File: config.mk
export PLATFORM = sky130hd
export DESIGN_NAME = vit_decoder
export DESIGN_NICKNAME = d
export VERILOG_FILES = /design/src/rtl/vit_pkg.sv /design/src/rtl/vit_acs.sv /design/src/rtl/vit_surv_mem.sv /design/src/rtl/vit_decoder.sv
export SDC_FILE = /design/constraint.sdc
export NUM_CORES = 1
export LEC_CHECK = 0
export BUFFER_PORTS_ARGS = -buffer_cell sky130_fd_sc_hd__buf_2
export CAP_MARGIN = 30
export CORE_UTILIZATION = 30
export DETAILED_ROUTE_END_ITERATION = 12
export SLEW_MARGIN = 40
export SYNTH_ARGS = -nofsm -noshare
export SYNTH_HDL_FRONTEND = slang
export SYNTH_SLANG_ARGS = --single-unit
File: constraint.sdc
create_clock -name clk -period 5.6 [get_ports clk]
set_clock_uncertainty 0.1 [all_clocks]
set_input_delay 0.56 -clock clk [delete_from_list [all_inputs] [get_ports clk]]
set_output_delay 0.56 -clock clk [all_outputs]
set_load 0.05 [all_outputs]
File: src/rtl/vit_pkg.sv
package vit_pkg;

  localparam int NSTATE = 4;

  typedef enum logic [1:0] {PH_IDLE, PH_ACC, PH_TB, PH_OUT} phase_t;

  // code word emitted when leaving from_st with input in_bit
  function automatic logic [2:0] edge_code(input logic [1:0] from_st, input logic in_bit);
    logic [2:0] w;
    case ({from_st, in_bit})
      3'b000: w = 3'b000;
      3'b001: w = 3'b111;
      3'b010: w = 3'b101;
      3'b011: w = 3'b010;
      3'b100: w = 3'b011;
      3'b101: w = 3'b100;
      3'b110: w = 3'b110;
      default: w = 3'b001;
    endcase
    return w;
  endfunction

  function automatic logic [1:0] code_dist(input logic [2:0] a, input logic [2:0] b);
    logic [2:0] x;
    x = a ^ b;
    return {1'b0, x[0]} + {1'b0, x[1]} + {1'b0, x[2]};
  endfunction

endpackage

File: src/rtl/vit_acs.sv
module vit_acs #(
  parameter int MW = 7
) (
  input  logic [MW-1:0] pm_a,
  input  logic [MW-1:0] pm_b,
  input  logic [1:0]    bm_a,
  input  logic [1:0]    bm_b,
  input  logic          block,
  output logic [MW-1:0] pm_out,
  output logic          pick_b
);
  localparam logic [MW-1:0] INF = '1;

  logic [MW:0]   sum_a, sum_b;
  logic [MW-1:0] sat_a, sat_b;

  always_comb begin
    sum_a = {1'b0, pm_a} + {{(MW-1){1'b0}}, bm_a};
    sum_b = {1'b0, pm_b} + {{(MW-1){1'b0}}, bm_b};
    sat_a = (sum_a >= {1'b0, INF}) ? INF : sum_a[MW-1:0];
    sat_b = (sum_b >= {1'b0, INF}) ? INF : sum_b[MW-1:0];
    pick_b = (sat_b < sat_a);
    if (block)       pm_out = INF;
    else if (pick_b) pm_out = sat_b;
    else             pm_out = sat_a;
  end
endmodule

File: src/rtl/vit_surv_mem.sv
module vit_surv_mem #(
  parameter int AW = 6,
  parameter int DW = 4
) (
  input  logic          clk,
  input  logic          wr_en,
  input  logic [AW-1:0] wr_addr,
  input  logic [DW-1:0] wr_data,
  input  logic          rd_en,
  input  logic [AW-1:0] rd_addr,
  output logic [DW-1:0] rd_data
);
  logic [DW-1:0] mem [2**AW];

  always_ff @(posedge clk) begin
    if (wr_en) mem[wr_addr] <= wr_data;
    if (rd_en) rd_data <= mem[rd_addr];
  end
endmodule

File: src/rtl/vit_decoder.sv
module vit_decoder
  import vit_pkg::*;
#(
  parameter int MAX_INFO = 32,
  localparam int MAX_STEPS = MAX_INFO + 2,
  localparam int IW = $clog2(MAX_STEPS + 1),
  localparam int MW = $clog2(3 * MAX_STEPS + 2)
) (
  input  logic          clk,
  input  logic          rst,
  input  logic          start,
  input  logic [IW-1:0] info_len,
  input  logic          sym_valid,
  input  logic [2:0]    sym,
  output logic          busy,
  output logic          bit_valid,
  output logic          bit_out,
  output logic          done,
  output logic [MW-1:0] path_metric
);
  localparam int TAIL = 2;
  localparam logic [MW-1:0] INF = '1;
  localparam logic [IW-1:0] MAX_N = IW'(MAX_INFO);

  phase_t          phase;
  logic [IW-1:0]   n_info, step, tb_idx, out_idx, len_c;
  logic [1:0]      tb_state;
  logic            tb_use;
  logic [MW-1:0]   pm    [NSTATE];
  logic [MW-1:0]   pm_nx [NSTATE];
  logic [NSTATE-1:0] dec_nx, rd_dec;
  logic            in_tail, acc_fire;
  logic            bit_buf [2**IW];

  assign in_tail  = (step >= n_info);
  assign acc_fire = (phase == PH_ACC) && sym_valid;
  assign busy     = (phase != PH_IDLE);

  always_comb begin
    if (info_len == '0)        len_c = IW'(1);
    else if (info_len > MAX_N) len_c = MAX_N;
    else                       len_c = info_len;
  end

  // one ACS per destination state; predecessors are {0,t[1]} and {1,t[1]}
  for (genvar t = 0; t < NSTATE; t++) begin : g_acs
    localparam logic [1:0] TS = 2'(t);
    localparam logic [1:0] PA = {1'b0, TS[1]};
    localparam logic [1:0] PB = {1'b1, TS[1]};
    logic [1:0] bm_a, bm_b;
    assign bm_a = code_dist(edge_code(PA, TS[0]), sym);
    assign bm_b = code_dist(edge_code(PB, TS[0]), sym);
    vit_acs #(.MW(MW)) u_acs (
      .pm_a   (pm[PA]),
      .pm_b   (pm[PB]),
      .bm_a   (bm_a),
      .bm_b   (bm_b),
      .block  (in_tail && TS[0]),
      .pm_out (pm_nx[t]),
      .pick_b (dec_nx[t])
    );
  end

  vit_surv_mem #(.AW(IW), .DW(NSTATE)) u_mem (
    .clk     (clk),
    .wr_en   (acc_fire),
    .wr_addr (step),
    .wr_data (dec_nx),
    .rd_en   ((phase == PH_TB) && !tb_use),
    .rd_addr (tb_idx),
    .rd_data (rd_dec)
  );

  always_ff @(posedge clk) begin
    if (rst) begin
      phase       <= PH_IDLE;
      n_info      <= '0;
      step        <= '0;
      tb_idx      <= '0;
      out_idx     <= '0;
      tb_state    <= '0;
      tb_use      <= 1'b0;
      bit_valid   <= 1'b0;
      bit_out     <= 1'b0;
      done        <= 1'b0;
      path_metric <= '0;
      for (int s = 0; s < NSTATE; s++) pm[s] <= '0;
    end else begin
      bit_valid <= 1'b0;
      done      <= 1'b0;
      case (phase)
        PH_IDLE: if (start) begin
          n_info <= len_c;
          step   <= '0;
          for (int s = 0; s < NSTATE; s++) pm[s] <= (s == 0) ? MW'(0) : INF;
          phase  <= PH_ACC;
        end
        PH_ACC: if (sym_valid) begin
          for (int s = 0; s < NSTATE; s++) pm[s] <= pm_nx[s];
          step <= step + IW'(1);
          if (step == n_info + IW'(TAIL - 1)) begin
            phase       <= PH_TB;
            path_metric <= pm_nx[0];
            tb_idx      <= step;
            tb_state    <= '0;
            tb_use      <= 1'b0;
          end
        end
        PH_TB: begin
          if (!tb_use) begin
            tb_use <= 1'b1;
          end else begin
            tb_use <= 1'b0;
            if (tb_idx < n_info) bit_buf[tb_idx] <= tb_state[0];
            tb_state <= {rd_dec[tb_state], tb_state[1]};
            if (tb_idx == '0) begin
              phase   <= PH_OUT;
              out_idx <= '0;
            end else begin
              tb_idx <= tb_idx - IW'(1);
            end
          end
        end
        PH_OUT: begin
          bit_valid <= 1'b1;
          bit_out   <= bit_buf[out_idx];
          if (out_idx == n_info - IW'(1)) begin
            done  <= 1'b1;
            phase <= PH_IDLE;
          end else begin
            out_idx <= out_idx + IW'(1);
          end
        end
        default: phase <= PH_IDLE;
      endcase
    end
  end
endmodule

==> metrics.yaml <==
worst_hold_path_type: "input port to register"
cp_cell_instances: "buf_2, inv_1, fa_1, ha_1, inv_1, fa_1, xor2_1, or3_1, o41ai_1, or2_2, ha_1, o21ai_0, a21oi_1, o22ai_4, buf_4"
timing.final.crit_share_pct: 85.4
multi_input_area_um2: 7880
layout_common_cells: "sky130_fd_sc_hd__edfxtp_1 (345), sky130_fd_sc_hd__nor2_1 (165), sky130_fd_sc_hd__nand2_1 (103)"
peakVddDrop_v: 0.000457
crit_arrival_ns: 4.95
firstDrtPassIters: 6
critical_path.startpoint_type: "input port"
slew-limit-headroom_pct: 40.9
clkTransAtPathRegs_ns: 0.06
post_cts_buffers: 0
antenna_cells_inserted: 0
synth_enable_flop_cells: 345
syn_area_per_cell_um2: 12.4
clockRootBuffer: "sky130_fd_sc_hd__clkbuf_16"
rsz0062_at_grt: "false"
grtUsageTotal_pct: 15.5
fin_tns_setup_ns: 0
remaining_drc_errors: 0
path_buf_inv: 4
starting_density_of_the_core_pct: 30.6
min_period_ns: 4.78
layout-area-overhead-vs-synth_pct: 11.7
floorplan.die.width_um: 259
cts_resized: 0
ys_ff_latch: 391
routed-via-count: 13400
synth_cells: 1606
port-buffer-count: 23
grt_antenna_before_repair: 0
layout.nets: 1682
status: "finished clean"
design_power_total_mw: 11.0
yosys_cell_types: 83
synth_fp_nets: 1696
synth-async-reset-ratio_pct: 0
core_region_area_um2: 64900
remaining_number_of_nets_flagged_by_the_antenna_check_after_routing: 0
dp.final_hpwl_um: 34800
path_class: "input port to register"
tritoncts.num_buffers: 41
grt_first_pass_wirelength_um: 80400
syn-cell-area_um2: 19900
synth-warning-count: 0
fillerInstances: 6366
numPlacedInstances: 2404
leakage_nw: 7.24
worst-slew-pin-transition_ns: 0.885
grt_start_max_net_pins: 68
synth_flop_cell: "sky130_fd_sc_hd__edfxtp_1"
placementRows: 93
tritoncts: "yes"
synth_seq_area_share_pct: 56.8
critical_path.max_stage_delay_ns: 0.61
ioPinCount: 24
maxClockFrequency_ghz: 0.209
finalWeightedCongestion: 0.881
clkLatencyLatePin_ns: 0.57
initialDrtViolationCount: 1478
vias_per_cell: 5.41
setup.worst_path.end_class: "register"
die-area_um2: 67200
drt-wirelength-per-cell_um: 21.1
wirelength_um: 52300
power_density_nw_per_um2: 497
h-tree-depth: 2
timing.critical_path.required_ns: 5.77
final_cell_count_no_fill: 2480
layout-drive-gt1-share_pct: 13.2
critical_path_peak_fanout: 64
remaining_global_route_overflow: 0
critical_path.slowest_cell: "sky130_fd_sc_hd__fa_1"
cap_violations: 0
worst_path_dominant_cell_family: "adder cells"
post_cts_hold_buffer_count: 0
hold_violations: 0
detailedPlace.worstSlack_ns: 0.320
cts.sink_count: 391
die_y_extent_um: 259
slew_violations: 0
setup_slack_ns: 0.817
cts_buffer_depth: 3
seqCellArea_um2: 11300
layout.cells.most_common: "sky130_fd_sc_hd__edfxtp_1"
finalSetupViolations: 0
vias_in_the_first_global_route: 13300
[stage by stage]
| step | utilization [%] | cell area [um2] | hold WS (ns) |
|---|---|---|---|
| 2_1_floorplan | - | 19900 | 0.380 |
| 3_3_place_gp | 32.0 | 20800 | 0.373 |
| 3_5_place_dp | 32.0 | 20800 | 0.385 |
| 4_1_cts | 34.2 | 22200 | 0.167 |
| 5_1_grt | 34.2 | 22200 | 0.186 |
| 6_report | 34.2 | 22200 | 0.189 |
[cell usage after synthesis (all sizes together) (18+ instances only)]
master	number	area (um2)
a21oi	54	285
a2111oi	27	252
mux2	35	394
nand2	103	387
ha	61	763
nand3	37	185
nor2	168	631
buf	57	314
a22oi	34	255
mux4	33	743
mux2i	45	450
a21o	18	135
and2	18	118
o22ai	20	125
xnor2	19	166
dfxtp	46	921
a211oi	56	425
edfxtp	345	10400
a221oi	32	280
nor2b	18	113
clkbuf	41	154
inv	71	267
o21ai	43	215
[cells by family (layout without fill, tap and decap cells)]
| group | after synthesis | count (layout) | share of synthesized area, % |
|---|---|---|---|
| AOI/OAI and AO/OA | 364 | 364 | 13.4 |
| xor gates and xnor gates | 35 | 35 | 1.54 |
| adders and majority gates | 77 | 77 | 5.46 |
| buffers and inverters | 169 | 188 | 3.70 |
| DFF | 391 | 391 | 56.8 |
| muxes | 113 | 113 | 8.00 |
| and+or+nand+nor | 457 | 457 | 11.0 |
[final cells by class]
| class | count | share of cell area (%) |
|---|---|---|
| tap | 855 | 4.82 |
| clock buffer | 54 | 5.12 |
| sequential | 391 | 50.9 |
| timing repair buffer | 41 | 1.24 |
| clock inverter | 22 | 1.18 |
| multi-input combinational | 1046 | 35.5 |
| inverter | 71 | 1.20 |
[where the power goes]
part	switching [mW]	internal (mW)	total, mW
logic	2.62	1.12	3.74
clock network	1.17	1.67	2.84
registers	0.260	4.17	4.43
[metal layers]
| metal | share of wire [%] | track usage (%) | vias up |
|---|---|---|---|
| li1 | - | - | 6150 |
| met1 | 44 | 21.1 | 6681 |
| met2 | 47 | 24.9 | 488 |
| met3 | 6.2 | 2.44 | 102 |
| met4 | 2.8 | 5.20 | 0 |
| met5 | 0 | 0 | - |
[registers in the layout (all words and copies together), names as in the netlist, 2 cells and up]
name / flops
u_mem.rd_data: 4
step: 6
phase: 2
pm: 28
u_mem.mem: 256
tb_idx: 6
out_idx: 6
bit_buf: 64
tb_state: 2
path_metric: 7
n_info: 6
[worst paths after layout]
kind            start               end  slack, ns  cells past startpoint
max            sym[0]  u_mem.mem[61][1]       0.82                     15
max reg2reg  pm[3][0]   u_mem.mem[3][2]       0.90                     17
min reg2reg   bit_out           bit_out       0.40                      2
min             start         n_info[5]       0.19                      3
[worst min-delay path: stages]
cell and delay [ns]:
sky130_fd_sc_hd__buf_2 0.12, sky130_fd_sc_hd__nand3_1 0.06, sky130_fd_sc_hd__a21oi_1 0.05
(Power assumes the default switching activity.)
